[config.mk]
export PLATFORM = sky130hd
export DESIGN_NAME = twin_uart
export DESIGN_NICKNAME = d
export VERILOG_FILES = /design/src/rtl/twin_uart_pkg.sv /design/src/rtl/twin_uart_rx.sv /design/src/rtl/twin_uart_tx.sv /design/src/rtl/twin_uart_chan.sv /design/src/rtl/twin_uart.sv
export SDC_FILE = /design/constraint.sdc
export NUM_CORES = 1
export LEC_CHECK = 0
export ABC_CLOCK_PERIOD_IN_PS = 4650
export BUFFER_PORTS_ARGS = -buffer_cell sky130_fd_sc_hd__buf_2
export CAP_MARGIN = 20
export CORE_AREA = 2 2 183 140
export CTS_CLUSTER_SIZE = 24
export DETAILED_ROUTE_END_ITERATION = 16
export DIE_AREA = 0 0 185 142
export PLACE_DENSITY = 0.44
export SLEW_MARGIN = 20
export SYNTH_ARGS = -nofsm -noshare
export SYNTH_HDL_FRONTEND = slang
export SYNTH_SLANG_ARGS = --single-unit
[constraint.sdc]
create_clock -name clk -period 4.65 [get_ports clk]
set_input_delay 0.2325 -clock clk [delete_from_list [all_inputs] [get_ports clk]]
set_output_delay 0.2325 -clock clk [all_outputs]
set_load 0.005 [all_outputs]
[src/rtl/twin_uart_pkg.sv]
package twin_uart_pkg;
  localparam int DATA_W      = 8;
  localparam int LANE_STRIDE = 16;
  localparam int LANE_W      = 8;
  localparam int CLR_BIT     = 7;

  localparam logic [1:0] ADDR_DATA_A = 2'd0;
  localparam logic [1:0] ADDR_DATA_B = 2'd1;
  localparam logic [1:0] ADDR_STATUS = 2'd2;

  typedef struct packed {
    logic ovr;
    logic par;
    logic frm;
  } err_flags_t;

  typedef enum logic [1:0] {RX_IDLE, RX_START, RX_BITS, RX_STOP} rx_state_e;

  // lane layout: 0 ready, 1 shifter empty, 2 holding empty, 4 frame, 5 parity, 6 overrun
  function automatic logic [LANE_W-1:0] lane_byte(logic dr, logic tse, logic the, err_flags_t e);
    return {1'b0, e.ovr, e.par, e.frm, 1'b0, the, tse, dr};
  endfunction
endpackage

[src/rtl/twin_uart_rx.sv]
module twin_uart_rx
  import twin_uart_pkg::*;
#(
  parameter int CLKS_PER_BIT = 16,
  parameter int PARITY_EN    = 1,
  parameter int PARITY_ODD   = 0
) (
  input  logic              clk,
  input  logic              rst_n,
  input  logic              rx,
  output logic              done,
  output logic [DATA_W-1:0] data,
  output logic              frame_bad,
  output logic              parity_bad
);
  localparam int NB = DATA_W + PARITY_EN;
  localparam int CW = $clog2(CLKS_PER_BIT);
  localparam int IW = $clog2(NB + 1);
  localparam logic [CW-1:0] FULL_CNT = CW'(CLKS_PER_BIT - 1);
  localparam logic [CW-1:0] HALF_CNT = CW'(CLKS_PER_BIT / 2 - 1);

  logic          rx_meta, rx_s, rx_q;
  rx_state_e     st;
  logic [CW-1:0] cnt;
  logic [IW-1:0] idx;
  logic [NB-1:0] sh;
  logic          par_fail_w;

  generate
    if (PARITY_EN != 0) begin : g_par
      assign par_fail_w = (^sh[DATA_W-1:0] ^ sh[NB-1]) != (PARITY_ODD != 0);
    end else begin : g_nopar
      assign par_fail_w = 1'b0;
    end
  endgenerate

  always_ff @(posedge clk or negedge rst_n) begin
    if (!rst_n) begin
      rx_meta    <= 1'b1;
      rx_s       <= 1'b1;
      rx_q       <= 1'b1;
      st         <= RX_IDLE;
      cnt        <= '0;
      idx        <= '0;
      sh         <= '0;
      done       <= 1'b0;
      data       <= '0;
      frame_bad  <= 1'b0;
      parity_bad <= 1'b0;
    end else begin
      rx_meta <= rx;
      rx_s    <= rx_meta;
      rx_q    <= rx_s;
      done    <= 1'b0;
      unique case (st)
        RX_IDLE: begin
          // rearm only on a high-to-low edge, so a held-low line is not a new frame
          if (!rx_s && rx_q) begin
            st  <= RX_START;
            cnt <= HALF_CNT;
          end
        end
        RX_START: begin
          if (cnt == '0) begin
            if (!rx_s) begin
              st  <= RX_BITS;
              cnt <= FULL_CNT;
              idx <= '0;
            end else begin
              st <= RX_IDLE;
            end
          end else begin
            cnt <= cnt - 1'b1;
          end
        end
        RX_BITS: begin
          if (cnt == '0) begin
            sh  <= {rx_s, sh[NB-1:1]};
            cnt <= FULL_CNT;
            if (idx == IW'(NB - 1)) st <= RX_STOP;
            else                    idx <= idx + 1'b1;
          end else begin
            cnt <= cnt - 1'b1;
          end
        end
        RX_STOP: begin
          if (cnt == '0) begin
            done       <= 1'b1;
            data       <= sh[DATA_W-1:0];
            frame_bad  <= !rx_s;
            parity_bad <= par_fail_w;
            st         <= RX_IDLE;
          end else begin
            cnt <= cnt - 1'b1;
          end
        end
        default: st <= RX_IDLE;
      endcase
    end
  end
endmodule

[src/rtl/twin_uart_tx.sv]
module twin_uart_tx
  import twin_uart_pkg::*;
#(
  parameter int CLKS_PER_BIT = 16,
  parameter int PARITY_EN    = 1,
  parameter int PARITY_ODD   = 0
) (
  input  logic              clk,
  input  logic              rst_n,
  input  logic              load,
  input  logic [DATA_W-1:0] din,
  output logic              tx,
  output logic              busy
);
  localparam int FW = DATA_W + PARITY_EN + 2;
  localparam int CW = $clog2(CLKS_PER_BIT);
  localparam int LW = $clog2(FW);
  localparam logic [CW-1:0] FULL_CNT = CW'(CLKS_PER_BIT - 1);

  logic [FW-1:0] fr, frame_w;
  logic [CW-1:0] cnt;
  logic [LW-1:0] left;

  generate
    if (PARITY_EN != 0) begin : g_par
      assign frame_w = {1'b1, (^din) ^ (PARITY_ODD != 0), din, 1'b0};
    end else begin : g_nopar
      assign frame_w = {1'b1, din, 1'b0};
    end
  endgenerate

  always_ff @(posedge clk or negedge rst_n) begin
    if (!rst_n) begin
      fr   <= '1;
      busy <= 1'b0;
      cnt  <= '0;
      left <= '0;
    end else if (load) begin
      fr   <= frame_w;
      busy <= 1'b1;
      cnt  <= FULL_CNT;
      left <= LW'(FW - 1);
    end else if (busy) begin
      if (cnt == '0) begin
        fr  <= {1'b1, fr[FW-1:1]};
        cnt <= FULL_CNT;
        if (left == '0) busy <= 1'b0;
        else            left <= left - 1'b1;
      end else begin
        cnt <= cnt - 1'b1;
      end
    end
  end

  assign tx = busy ? fr[0] : 1'b1;
endmodule

[src/rtl/twin_uart_chan.sv]
module twin_uart_chan
  import twin_uart_pkg::*;
#(
  parameter int CLKS_PER_BIT = 16,
  parameter int PARITY_EN    = 1,
  parameter int PARITY_ODD   = 0
) (
  input  logic              clk,
  input  logic              rst_n,
  input  logic              wr_strobe,
  input  logic [DATA_W-1:0] wr_byte,
  input  logic              rd_strobe,
  input  logic              clr_strobe,
  input  logic              rx,
  output logic              tx,
  output logic [LANE_W-1:0] lane_status,
  output logic [DATA_W-1:0] rd_byte,
  output logic              irq,
  output logic              err_rise
);
  logic              hold_full;
  logic [DATA_W-1:0] hold_byte;
  logic              tx_busy, load_tx;
  logic              rx_done, fb, pb;
  logic [DATA_W-1:0] rx_byte;
  logic              dr;
  err_flags_t        errs, raise, errs_nxt;

  assign load_tx = hold_full && !tx_busy;

  twin_uart_tx #(
    .CLKS_PER_BIT(CLKS_PER_BIT), .PARITY_EN(PARITY_EN), .PARITY_ODD(PARITY_ODD)
  ) u_tx (
    .clk(clk), .rst_n(rst_n), .load(load_tx), .din(hold_byte), .tx(tx), .busy(tx_busy)
  );

  twin_uart_rx #(
    .CLKS_PER_BIT(CLKS_PER_BIT), .PARITY_EN(PARITY_EN), .PARITY_ODD(PARITY_ODD)
  ) u_rx (
    .clk(clk), .rst_n(rst_n), .rx(rx), .done(rx_done), .data(rx_byte),
    .frame_bad(fb), .parity_bad(pb)
  );

  always_comb begin
    raise.ovr = rx_done && dr;
    raise.par = rx_done && pb;
    raise.frm = rx_done && fb;
    // a fresh error outranks a clear in the same cycle
    errs_nxt  = err_flags_t'((clr_strobe ? 3'b000 : errs) | raise);
  end

  always_ff @(posedge clk or negedge rst_n) begin
    if (!rst_n) begin
      hold_full <= 1'b0;
      hold_byte <= '0;
      dr        <= 1'b0;
      rd_byte   <= '0;
      errs      <= '0;
      err_rise  <= 1'b0;
      irq       <= 1'b0;
    end else begin
      if (load_tx) begin
        hold_full <= 1'b0;
      end else if (wr_strobe && !hold_full) begin
        hold_full <= 1'b1;
        hold_byte <= wr_byte;
      end
      if (rx_done) begin
        dr      <= 1'b1;
        rd_byte <= rx_byte;
      end else if (rd_strobe) begin
        dr <= 1'b0;
      end
      errs     <= errs_nxt;
      err_rise <= |(raise & ~errs);
      irq      <= rx_done || load_tx;
    end
  end

  assign lane_status = lane_byte(dr, !tx_busy, !hold_full, errs);
endmodule

[src/rtl/twin_uart.sv]
module twin_uart
  import twin_uart_pkg::*;
#(
  parameter int CLKS_PER_BIT = 16,
  parameter int PARITY_EN    = 1,
  parameter int PARITY_ODD   = 0
) (
  input  logic        clk,
  input  logic        rst_n,
  input  logic        bus_wr,
  input  logic        bus_rd,
  input  logic [1:0]  bus_addr,
  input  logic [31:0] bus_wdata,
  output logic [31:0] bus_rdata,
  input  logic [1:0]  rx_line,
  output logic [1:0]  tx_line,
  output logic [1:0]  chan_irq,
  output logic        err_irq
);
  localparam int NCH = 2;

  logic [31:0]       stat_word;
  logic [LANE_W-1:0] lane [NCH];
  logic [DATA_W-1:0] rbyte [NCH];
  logic [NCH-1:0]    err_r;
  logic              unused_wbits;

  assign unused_wbits = ^bus_wdata;

  generate
    for (genvar ch = 0; ch < NCH; ch++) begin : g_ch
      logic wr_s, rd_s, clr_s;
      assign wr_s  = bus_wr && (bus_addr == (ADDR_DATA_A + 2'(ch)));
      assign rd_s  = bus_rd && (bus_addr == (ADDR_DATA_A + 2'(ch)));
      assign clr_s = bus_wr && (bus_addr == ADDR_STATUS) && bus_wdata[ch*LANE_STRIDE + CLR_BIT];

      twin_uart_chan #(
        .CLKS_PER_BIT(CLKS_PER_BIT), .PARITY_EN(PARITY_EN), .PARITY_ODD(PARITY_ODD)
      ) u_chan (
        .clk(clk), .rst_n(rst_n),
        .wr_strobe(wr_s), .wr_byte(bus_wdata[DATA_W-1:0]),
        .rd_strobe(rd_s), .clr_strobe(clr_s),
        .rx(rx_line[ch]), .tx(tx_line[ch]),
        .lane_status(lane[ch]), .rd_byte(rbyte[ch]),
        .irq(chan_irq[ch]), .err_rise(err_r[ch])
      );

      assign stat_word[ch*LANE_STRIDE +: LANE_W]          = lane[ch];
      assign stat_word[ch*LANE_STRIDE + LANE_W +: LANE_W] = '0;
    end
  endgenerate

  assign err_irq = |err_r;

  always_comb begin
    unique case (bus_addr)
      ADDR_DATA_A: bus_rdata = {24'd0, rbyte[0]};
      ADDR_DATA_B: bus_rdata = {24'd0, rbyte[1]};
      ADDR_STATUS: bus_rdata = stat_word;
      default:     bus_rdata = '0;
    endcase
  end
endmodule

# [Yosys cells after proc, flatten, opt, wreduce, memory -nomap -nowiden]
# Index checks and enable logic that the tools add are counted.
[classes] n_bitwise=10 mux=81 n_eq_ne=30 add_sub_neg=8 reduce_logical=69
[op_table] op="4-bit 2-to-1 mux" count=32
[op_table] op="23-bit one-hot mux with 3 select lines" count=1
[op_table] op="11-bit 2-to-1 mux" count=6
[op_table] op="2-bit != test, second input constant" count=16
[op_table] op="4-bit one-hot mux with 4 select lines" count=2
[op_table] op="8-bit parity" count=4
[op_table] op="4-bit logical NOT" count=6
[op_table] op="2-bit 2-to-1 mux" count=12
[op_table] op="4-bit by 1-bit subtractor with 4-bit output, second input constant" count=6
[op_table] op="1-bit 2-to-1 mux" count=22
[op_table] op="5-bit AND reduction" count=4
[op_table] op="2-bit nonzero test" count=10
[op_table] op="1-bit logical AND" count=19
[op_table] op="2-bit one-hot mux with 4 select lines" count=2
[op_table] op="4-bit one-hot mux with 2 select lines" count=2
[op_table] op="2-bit AND reduction" count=8
[op_table] op="3-bit AND reduction" count=4
[op_table] op="2-bit equality test, second input constant" count=5
[op_table] op="4-bit by 1-bit adder with 4-bit output, second input constant" count=2
[op_table] op="4-bit equality test, second input constant" count=2
[op_table] op="3-bit bitwise AND" count=2
[op_table] op="2-bit by 1-bit equality test with 1-bit output, second input constant" count=3
[op_table] op="1-bit logical NOT" count=6
[op_table] op="2-bit logical NOT" count=3
[op_table] op="10 further kinds" count=19
[totals] in_bits=40 out_inout_bits=37 register_bits=152

# [Longest topological paths before layout]
# Gate-level depths: netlist of the first run.
[logic_depth] depth_word=5 depth_mapped=7

# [Hierarchy]
# Synthesis of the first run repeated with hierarchy kept, for this count alone.
[unflattened] cells_unflattened=635 area_unflattened_um2=7488.4
[by_module_without_submodules] mod="twin_uart_rx" instances=2 area_each_um2=1584.0 cells_each=127 seq_area_each_um2=829.5
[by_module_without_submodules] mod="twin_uart_tx" instances=2 area_each_um2=992.2 cells_each=98 seq_area_each_um2=488.0
[by_module_without_submodules] mod="twin_uart_chan" instances=2 area_each_um2=965.9 cells_each=66 seq_area_each_um2=575.6
[by_module_without_submodules] mod="twin_uart" instances=1 area_each_um2=404.1 cells_each=53 seq_area_each_um2=0.0

# [Worst setup path before layout of the first run]
# Ideal clock, no wire load.
[synth_timing] kind="register to register" from="register g_ch[1].u_chan.u_rx.cnt[0]" to="register g_ch[1].u_chan.u_rx.idx[2]" t_required_ns=4.584 arrival_time_ns=1.969 stages_incl_launch_ff=7 slack_ns=2.615 path_buffers=0 period_less_slack_ns=2.035 cell_sequence="dfrtp_1 > inv_1 > ha_1 > or4b_1 > a211o_1 > or4b_1 > nand2_1"
[synth_via] elab_chain_len=3
[synth_rtl] element="start: declaration" line_no="twin_uart_rx.sv:24" source="logic [CW-1:0] cnt;"
[synth_rtl] element="start signal: assignment" line_no="twin_uart_rx.sv:73" source="cnt <= cnt - 1'b1;"
[synth_rtl] element="start signal: assignment" line_no="twin_uart_rx.sv:83" source="cnt <= cnt - 1'b1;"
[synth_rtl] element="start signal: assignment" line_no="twin_uart_rx.sv:94" source="cnt <= cnt - 1'b1;"
[synth_rtl] element="4-bit logical NOT *" line_no="twin_uart_rx.sv:64, twin_uart_rx.sv:77"
[synth_rtl] element="2-bit != test (no line)"
[synth_rtl] element="5-bit AND reduction (no line) *"
[synth_rtl] element="end signal: assignment" line_no="twin_uart_rx.sv:81" source="else idx <= idx + 1'b1;"
[synth_rtl] element="end: declaration" line_no="twin_uart_rx.sv:25" source="logic [IW-1:0] idx;"
# Mark *: on every way between the ends. The rest lies on a longest branch, timed or not.
# A chain may end at the register's enable or synchronous reset.

# [Worst setup path in the final report of the first run]
[layout_timing] from="register g_ch[0].u_chan.u_rx.cnt[0]" to="register g_ch[0].u_chan.u_rx.parity_bad"
[layout_via] elab_chain_len=2
[layout_rtl] element="start: declaration" line_no="twin_uart_rx.sv:24"
[layout_rtl] element="start signal: assignment" line_no="twin_uart_rx.sv:73"
[layout_rtl] element="start signal: assignment" line_no="twin_uart_rx.sv:83"
[layout_rtl] element="start signal: assignment" line_no="twin_uart_rx.sv:94"
[layout_rtl] element="4-bit logical NOT" line_no="twin_uart_rx.sv:87" source="if (cnt == '0) begin"
[layout_rtl] element="2-bit AND reduction (no line)"
[layout_rtl] element="end signal: assignment" line_no="twin_uart_rx.sv:91" source="parity_bad <= par_fail_w;"
[layout_rtl] element="end: declaration" line_no="twin_uart_rx.sv:14" source="output logic parity_bad"
# Every way passes these cells.

==> results.md, run 1 <==
* Global Route Usage Sum at 11.7%
* Worst-margin pin slew at 1.02 ns
* Fin. Hold Viols at 0
* Outcome: completed
* Area contributors post-synth: dfrtp_1 (43%), mux2_2 (11%), dfstp_2 (9.4%)
* Reg2Reg Capture Point: g_ch[0].u_chan.u_rx.parity_bad
* Post-synthesis cell type count at 52
* Register bit total from synthesis at 150
* Max cap viols at 0
* Slew Limit Fails at 0
* Row Count at 50
* # IOs at just under 80
* Post-Synthesis Cells at ~630
* Starting DRT DRC Count at between 200 and 250
* CTS tree: yes
* RSZ-0062 raised after global routing: false
* Utilization after layout at 34.2%
* Postcts setup bufs at 0
* WL/cell at 14.0 µm
* Die footprint at between 0.02 and 0.03 mm²
* Final WL at between 10,000 and 15,000 µm
* Vias in the first global route at approximately 4,600
* Via-to-Cell Ratio at 4.51
* Clk sinks at 150
* FF-to-FF Start: g_ch[0].u_chan.u_rx.cnt[0]
* Final ANT Viol Nets at 0
* TritonRoute pass-1 iters at 4
* Setup CP Type: reg2reg
* CP required at about 5 ns
* Clock period minus worst slack at 2.32 ns
* I/O Buffers at 35
* Setup TNS at 0 ns
* Placed cells at a little under 1,000
* Leading cell types in the layout, fill and taps excluded: dfrtp_1 (124), mux2_2 (70), nand2_1 (47)
* Reg2Reg Depth at 5
* Top-area cell type share of the netlist area at about 43%
* WHS Path Cells at 2
* RD Place Congestion at ~0.76
* Worst hold path class: in2reg
* Worst hold start: bus_wdata[1]
* First-pass GRT wire length at 23,800 µm
* Clk pin slew, worst setup/hold paths at approximately 0.070 ns
* Syn Area/Cell at 11.6 µm²
* Die height at between 100 and 150 µm
* Initial antenna violation count at 0
* Startpoint Class: register
* CP arrival at around 2.6 ns
* Synth Cell Area at 0.00725 mm²
* Synth Flop Type: dfrtp_1
* Hold Path Sink: g_ch[1].u_chan.hold_byte[1]
* Final setup fails at 0
* Peak VDD IR at ~260 µV
* Final period util at 49.8%
* Post-synth top area cell: dfrtp_1
* Pwr dens at about 560 mW/mm²
* Slew Limit Headroom at a little under a third
* Register area share after synthesis at a little over half
* H-tree Lvls at 4
* Worst-Skew Late Latency at roughly 0.43 ns
* Total grt overflow at 0
* Post-synth EDFFs at 0
* Clock root cell: clkbuf_16
* Max Fclk at around 430 MHz
* Leakage at around 3.8 nW
* Routed vias at around 4,600
* Largest net degree at the start of global routing at 106
* Critical path's slowest cell: nor3b_1
* Residual DRC at 0
* Area growth syn-to-layout at 15.8%
* N_diodes at 0
* Clk buf depth at 2
* Final Skew at between 0.01 and 0.015 ns
* Critical path's largest stage delay at about 0.56 ns
* Crit path cell chain: inv_1, ha_1, nor3b_1, and2_1, mux2_2
* Hpwl dp at approximately 10000 µm
* Critical Path Fanout Max at 12
* Layout net count at 725
* CP endpoint kind: register
* R2R setup slack at about 2.3 ns
* Commonest non-fill, non-tap cell in the layout: dfrtp_1
* Finished Layout Cells at between 1,000 and 1,500
* Fillers at about 2,400
* Synth Warn # at 0
* Initial Util at 29.6%
* Share of layout cells above drive strength 1 at between 20% and 30%
* Async S/R FF share, synth at between 90% and 100%
* Die W at between 150 and 200 µm
* Cts bufs inserted at 17
* Core ar. at 0.0245 mm²
-- repair_timing --
item                                   in CTS  in global routing
resized for setup                           0                  0
endpoints found under the hold margin      39                  0
hold buffers                                3                  0
-- cell families (layout without fill, tap and decap cells) --
| group | Yosys count | after routing | synth area share [%] |
|---|---|---|---|
| adder cells (fa/ha/maj) | 24 | 24 | 4.14 |
| XOR/XNOR | 38 | 38 | 4.97 |
| buffers and inverters | 75 | 107 | 5.08 |
| flip-flops | 150 | 150 | 52.2 |
| other | 1 | 18 | 0.0517 |
| AND/OR/NAND/NOR | 136 | 136 | 9.81 |
| AO/OA/AOI/OAI | 106 | 106 | 9.37 |
| multiplexers | 95 | 95 | 14.3 |
-- registers in the layout, summed over array words and instances (netlist names), 6 cells and up, named ones only --
register                 flops
g_ch.u_chan.rd_byte         16
g_ch.u_chan.u_tx.fr         20
g_ch.u_chan.u_tx.left        8
g_ch.u_chan.u_rx.cnt         8
g_ch.u_chan.hold_byte       16
g_ch.u_chan.u_rx.data       16
g_ch.u_chan.u_rx.idx         8
g_ch.u_chan.u_rx.sh         18
g_ch.u_chan.lane_status      6
g_ch.u_chan.u_tx.cnt         8
-- cell usage after synthesis, drive strengths merged (3+ instances only) --
library cell	count
o21ai	38
nor3	10
a2bb2oi	4
and2	6
buf	26
xor2	9
a21o	6
nor2b	6
o211ai	8
o21a	4
clkbuf	17
or4b	3
xnor2	27
inv	32
nor4b	3
dfstp	26
nand2	47
nand3	6
nor4bb	3
a22o	10
a21oi	21
mux2i	25
nor2	25
nand2b	11
dfrtp	124
ha	24
mux2	70
-- critical path: cells and delay by family, from the launching register on --
kind,cells,cell delay (ns)
adder cells (fa/ha/maj),1,0.19
buffers and inverters,1,0.10
flip-flops,1,0.42
multiplexers,1,0.39
AND/OR/NAND/NOR,2,1.09
-- how the worst max path moves through the flow --
stage | slack, ns | end | cells past startpoint | from
floorplan | 2.62 | g_ch[1].u_chan.u_rx.idx[2] | 6 | g_ch[1].u_chan.u_rx.cnt[0]
global placement | 2.34 | g_ch[0].u_chan.u_rx.data[7] | 5 | g_ch[0].u_chan.u_rx.cnt[0]
detailed placement | 2.30 | g_ch[0].u_chan.u_rx.parity_bad | 5 | g_ch[0].u_chan.u_rx.cnt[0]
CTS | 2.27 | g_ch[0].u_chan.u_rx.parity_bad | 5 | g_ch[0].u_chan.u_rx.cnt[0]
global route | 2.09 | g_ch[0].u_chan.u_rx.data[0] | 5 | g_ch[0].u_chan.u_rx.cnt[0]
finish | 2.33 | g_ch[0].u_chan.u_rx.parity_bad | 5 | g_ch[0].u_chan.u_rx.cnt[0]
-- routing by layer --
layer	part of all wire [%]	track usage (%)	wire length (µm)	vias to the layer above
li1	-	-	-	2213
met1	50	16.3	7160	2277
met2	45	17.5	6380	53
met3	2.8	2.69	400	18
met4	1.8	4.80	256	0
met5	0	0	0	-
-- area by class of cell --
cell class / instances / area, µm² / area share (%)
Clock buffer: 20 / 457 / 5.44
Clock inverter: 12 / 154 / 1.83
Inverter: 32 / 120 / 1.43
Multi-Input combinational cell: 417 / 3190 / 38.0
Sequential cell: 150 / 3790 / 45.1
Tap cell: 338 / 423 / 5.04
Timing Repair Buffer: 43 / 269 / 3.20
-- where the power goes --
part / total, mW / switching (mW) / internal [mW]
Sequential: 1.98 / 0.303 / 1.68
Combinational: 1.32 / 0.640 / 0.676
Clock: 1.43 / 0.557 / 0.872
-- metrics by stage --
stage	setup slack (ns)	hold WS [ns]	power (mW)	cell area [µm²]
final	2.33	0.0662	4.73	8400
after global routing	2.09	0.0597	5.09	8400
after CTS	2.27	0.0459	4.80	8360
after detailed placement	2.30	0.339	3.32	7720
after global placement	2.34	0.339	3.27	7720
after floorplan	2.62	-0.0631	3.00	7310
Note: power is estimated with default switching activity, not from simulation.
==> run 2, diff against run 1 <==
Settings changed: ABC_AREA set to 1, ABC_CLOCK_PERIOD_IN_PS 4650 to 2200, CORE_AREA 2 2 183 140 to 2 2 187 143, DIE_AREA 0 0 185 142 to 0 0 189 145.
Clock period 4.65 ns to 2.2 ns, I/O delays scaled along.
==> results.md, run 2 <==
* CP required at 2.51 ns (was 4.95 ns)
* Critical Path Fanout Max at 19 (was 12)
* Slew Limit Fails at 0 (unchanged)
* Hpwl dp at 11,500 µm (was 9840 µm)
* Post-synth top area cell: dfrtp_1 (unchanged)
* Clock period minus worst slack at 1.72 ns (was 2.32 ns)
* Synth Warn # at 0 (unchanged)
* Reg2Reg Capture Point: g_ch[0].u_chan.u_rx.idx[2] (was g_ch[0].u_chan.u_rx.parity_bad)
* RD Place Congestion at 0.735 (was 0.756)
* Pwr dens at 962 mW/mm² (was 563 mW/mm²)
* Critical path's slowest cell: dfrtp_1 (was nor3b_1)
* Final ANT Viol Nets at 0 (unchanged)
* Syn Area/Cell at 8.29 µm² (was 11.6 µm²)
* Worst Path Buf+Inv at 3 (was 1)
* Area contributors post-synth: dfrtp_1 (41%), nand2_1 (13%), dfstp_2 (9.0%) (was dfrtp_1 (43%), mux2_2 (11%), dfstp_2 (9.4%))
* Final Skew at 0.0108 ns (was 0.0124 ns)
* Most used cell, CP: inv_1
* Setup CP Type: reg2reg (unchanged)
* Hold Path Sink: g_ch[1].u_chan.hold_byte[7] (was g_ch[1].u_chan.hold_byte[1])
* I/O Buffers at 35 (unchanged)
* Fin. Hold Viols at 0 (unchanged)
* Core ar. at 0.0256 mm² (was 0.0245 mm²)
* CTS tree: yes (unchanged)
* Post-synthesis cell type count at 39 (was 52)
* Vias in the first global route at 5,358 (was 4,643)
* DP Worst Slack at 0.492 ns (was 2.30 ns)
* Synth top cells by count: nand2_1 (273), dfrtp_1 (124), inv_1 (114) (was dfrtp_1 (124), mux2_2 (70), nand2_1 (47))
* Routed vias at 5,598 (was 4,561)
* Cts repair resizes at 0 (unchanged)
* Max Fclk at 583 MHz (was 432 MHz)
* Utilization after layout at 34.5% (was 34.2%)
* Die footprint at 0.0274 mm² (was 0.0263 mm²)
* CP endpoint kind: register (unchanged)
* Slew Limit Headroom at 61.7% (was 31.8%)
* Final setup fails at 0 (unchanged)
* Worst hold start: bus_wdata[7] (was bus_wdata[1])
* Initial antenna violation count at 0 (unchanged)
* Total Power at 8.49 mW (was 4.73 mW)
* CP arrival at 2.03 ns (was 2.62 ns)
* Clock root cell: clkbuf_16 (unchanged)
* Die height at 145 µm (was 142 µm)
* Die W at 189 µm (was 185 µm)
* H-tree Lvls at 4 (unchanged)
* Final period util at 78.0% (was 49.8%)
* First-pass GRT wire length at 27,500 µm (was 23,800 µm)
* Startpoint Class: register (unchanged)
* Leading cell types in the layout, fill and taps excluded: nand2_1 (273), dfrtp_1 (124), inv_1 (114) (was dfrtp_1 (124), mux2_2 (70), nand2_1 (47))
* Post-Synthesis Cells at 918 (was 625)
* Global Route Usage Sum at 12.5% (was 11.7%)
* WL/cell at 12.1 µm (was 14.0 µm)
* TritonRoute pass-1 iters at 5 (was 4)
* Clk sinks at 150 (unchanged)
* Most flops, register: g_ch.u_chan.u_tx.fr (unchanged)
* Outcome: completed (unchanged)
* Commonest non-fill, non-tap cell in the layout: nand2_1 (was dfrtp_1)
* R2R setup slack at 0.48 ns (was 2.33 ns)
* Via-to-Cell Ratio at 4.23 (was 4.51)
* Clk buf depth at 2 (unchanged)
* Max cap viols at 0 (unchanged)
* Crit path cell chain: inv_1, ha_1, inv_1, nor2_8, nand3_2, inv_2, nand3_1, nand2_1, nor2_1 (was inv_1, ha_1, nor3b_1, and2_1, mux2_2)
* Initial Util at 29.7% (was 29.6%)
* RSZ-0062 raised after global routing: false (unchanged)
* CP top delay family: simple AND/OR/NAND/NOR gates (unchanged)
* Setup WS post-layout at 0.485 ns (was 2.33 ns)
* N_diodes at 0 (unchanged)
* Hold Worst Slack at 0.0570 ns (was 0.0662 ns)
* Critical path's largest stage delay at 0.43 ns (was 0.56 ns)
* Cts-stage hold buffer count at 10 (was 3)
* Post-synth EDFFs at 0 (unchanged)
* Top Layer Used: met4 (unchanged)
* Clk pin slew, worst setup/hold paths at 0.07 ns (about the same)
* Register area share after synthesis at 49.7% (was 52.2%)
* Total grt overflow at 0 (unchanged)
* Leakage at 4.39 nW (was 3.84 nW)
* # IOs at 77 (unchanged)
* Most common cell in the netlist: nand2_1 (was dfrtp_1)
* Met2 WL at 6700 µm (was 6380 µm)
* Async S/R FF share, synth at 100% (unchanged)
* Setup TNS at 0 ns (unchanged)
* Top Registers: g_ch.u_chan.u_tx.fr: 20 flops, g_ch.u_chan.u_rx.sh: 18 flops (unchanged)
* FF-to-FF Start: g_ch[0].u_chan.u_rx.st[0] (was g_ch[0].u_chan.u_rx.cnt[0])
* M1 WL at 8900 µm (was 7160 µm)
* Largest net degree at the start of global routing at 57 (was 106)
* Wire length on met3 at 324 µm (was 400 µm)
* Peak VDD IR at 554 µV (was 256 µV)
* Postcts setup bufs at 0 (unchanged)
* Reg2Reg Depth at 9 (was 5)
* Starting DRT DRC Count at 266 (was 223)
* Share of layout cells above drive strength 1 at 13.4% (was 26.1%)
* Worst hold path class: in2reg (unchanged)
* Worst-margin pin slew at 0.575 ns (was 1.02 ns)
* Worst-Skew Late Latency at 0.42 ns (was 0.43 ns)
* Area growth syn-to-layout at 15.9% (was 15.8%)
* Cts bufs inserted at 17 (unchanged)
* Synth Cell Area at 0.00761 mm² (was 0.00725 mm²)
* Residual DRC at 0 (unchanged)
* Layout net count at 1,031 (was 725)
* Register bit total from synthesis at 150 (unchanged)
* Synth Flop Type: dfrtp_1 (unchanged)
* Fillers at 2,682 (was 2,448)
* WHS Path Cells at 3 (was 2)
* Top-area cell type share of the netlist area at 40.8% (was 42.8%)
* Max reg flops at 20 (unchanged)
* Row Count at 51 (was 50)
* Final WL at 16,000 µm (was 14,200 µm)
## run 2: per-layer routing
layer / GRT usage, % / vias to the layer above
met1: 18.7 / 2587
met3: 2.93 / 2
met5: 0 / -
met4: 3.87 / 0
li1: - / 2967
met2: 17.7 / 42
## run 2: area by class of cell
type,count,area (µm²),share of cell area [%]
sequential,150,3790,42.9
clock inverter,11,196,2.23
multi-input combinational,616,3110,35.3
inverter,130,488,5.53
tap,344,430,4.88
timing repair buffer,52,359,4.07
clock buffer,21,450,5.10
## run 2: power by group
| part | leakage [nW] | internal [mW] | switching, mW |
|---|---|---|---|
| combinational | 2.21 | 0.688 | 1.19 |
| clock | 0.309 | 2.05 | 1.19 |
| sequential | 1.86 | 3.07 | 0.296 |
| total | 4.39 | 5.82 | 2.67 |
## run 2: worst min-delay path, cell delays in order
cell,delay (ns)
buf_2,0.08
inv_1,0.09
o21ai_0,0.17
## run 2: worst max-delay path by stage
stage                                         start                         end  slack [ns]  cells past startpoint
after floorplan           g_ch[1].u_chan.u_rx.st[0]   g_ch[1].u_chan.u_rx.st[0]        0.72                      7
after detailed placement  g_ch[0].u_chan.u_rx.st[0]  g_ch[0].u_chan.u_rx.idx[2]        0.49                      9
after CTS                 g_ch[0].u_chan.u_rx.st[0]  g_ch[0].u_chan.u_rx.idx[2]        0.47                      9
after global routing      g_ch[0].u_chan.u_rx.st[0]  g_ch[0].u_chan.u_rx.idx[2]        0.28                      9
final                     g_ch[0].u_chan.u_rx.st[0]  g_ch[0].u_chan.u_rx.idx[2]        0.48                      9
after global placement    g_ch[0].u_chan.u_rx.st[0]  g_ch[0].u_chan.u_rx.idx[2]        0.52                      9
## run 2: per-stage QoR
step | cells | cell area, µm²
after CTS | 1324 | 8820
after global routing | 1324 | 8820
after detailed placement | 1282 | 8080
after global placement | 1282 | 8080
final | 1324 | 8820
after floorplan | 935 | 7670
## run 2: kinds of logic (layout without fill, tap and decap cells)
family	after synthesis	after routing	share of synthesized area, %
flip-flops	150	150	49.7
buffers and inverters	169	214	10.2
other	1	18	0.0493
adder cells (fa/ha/maj)	24	24	3.95
AND/OR/NAND/NOR	407	407	23.3
AO/OA/AOI/OAI	151	151	10.9
XOR/XNOR	16	16	1.84
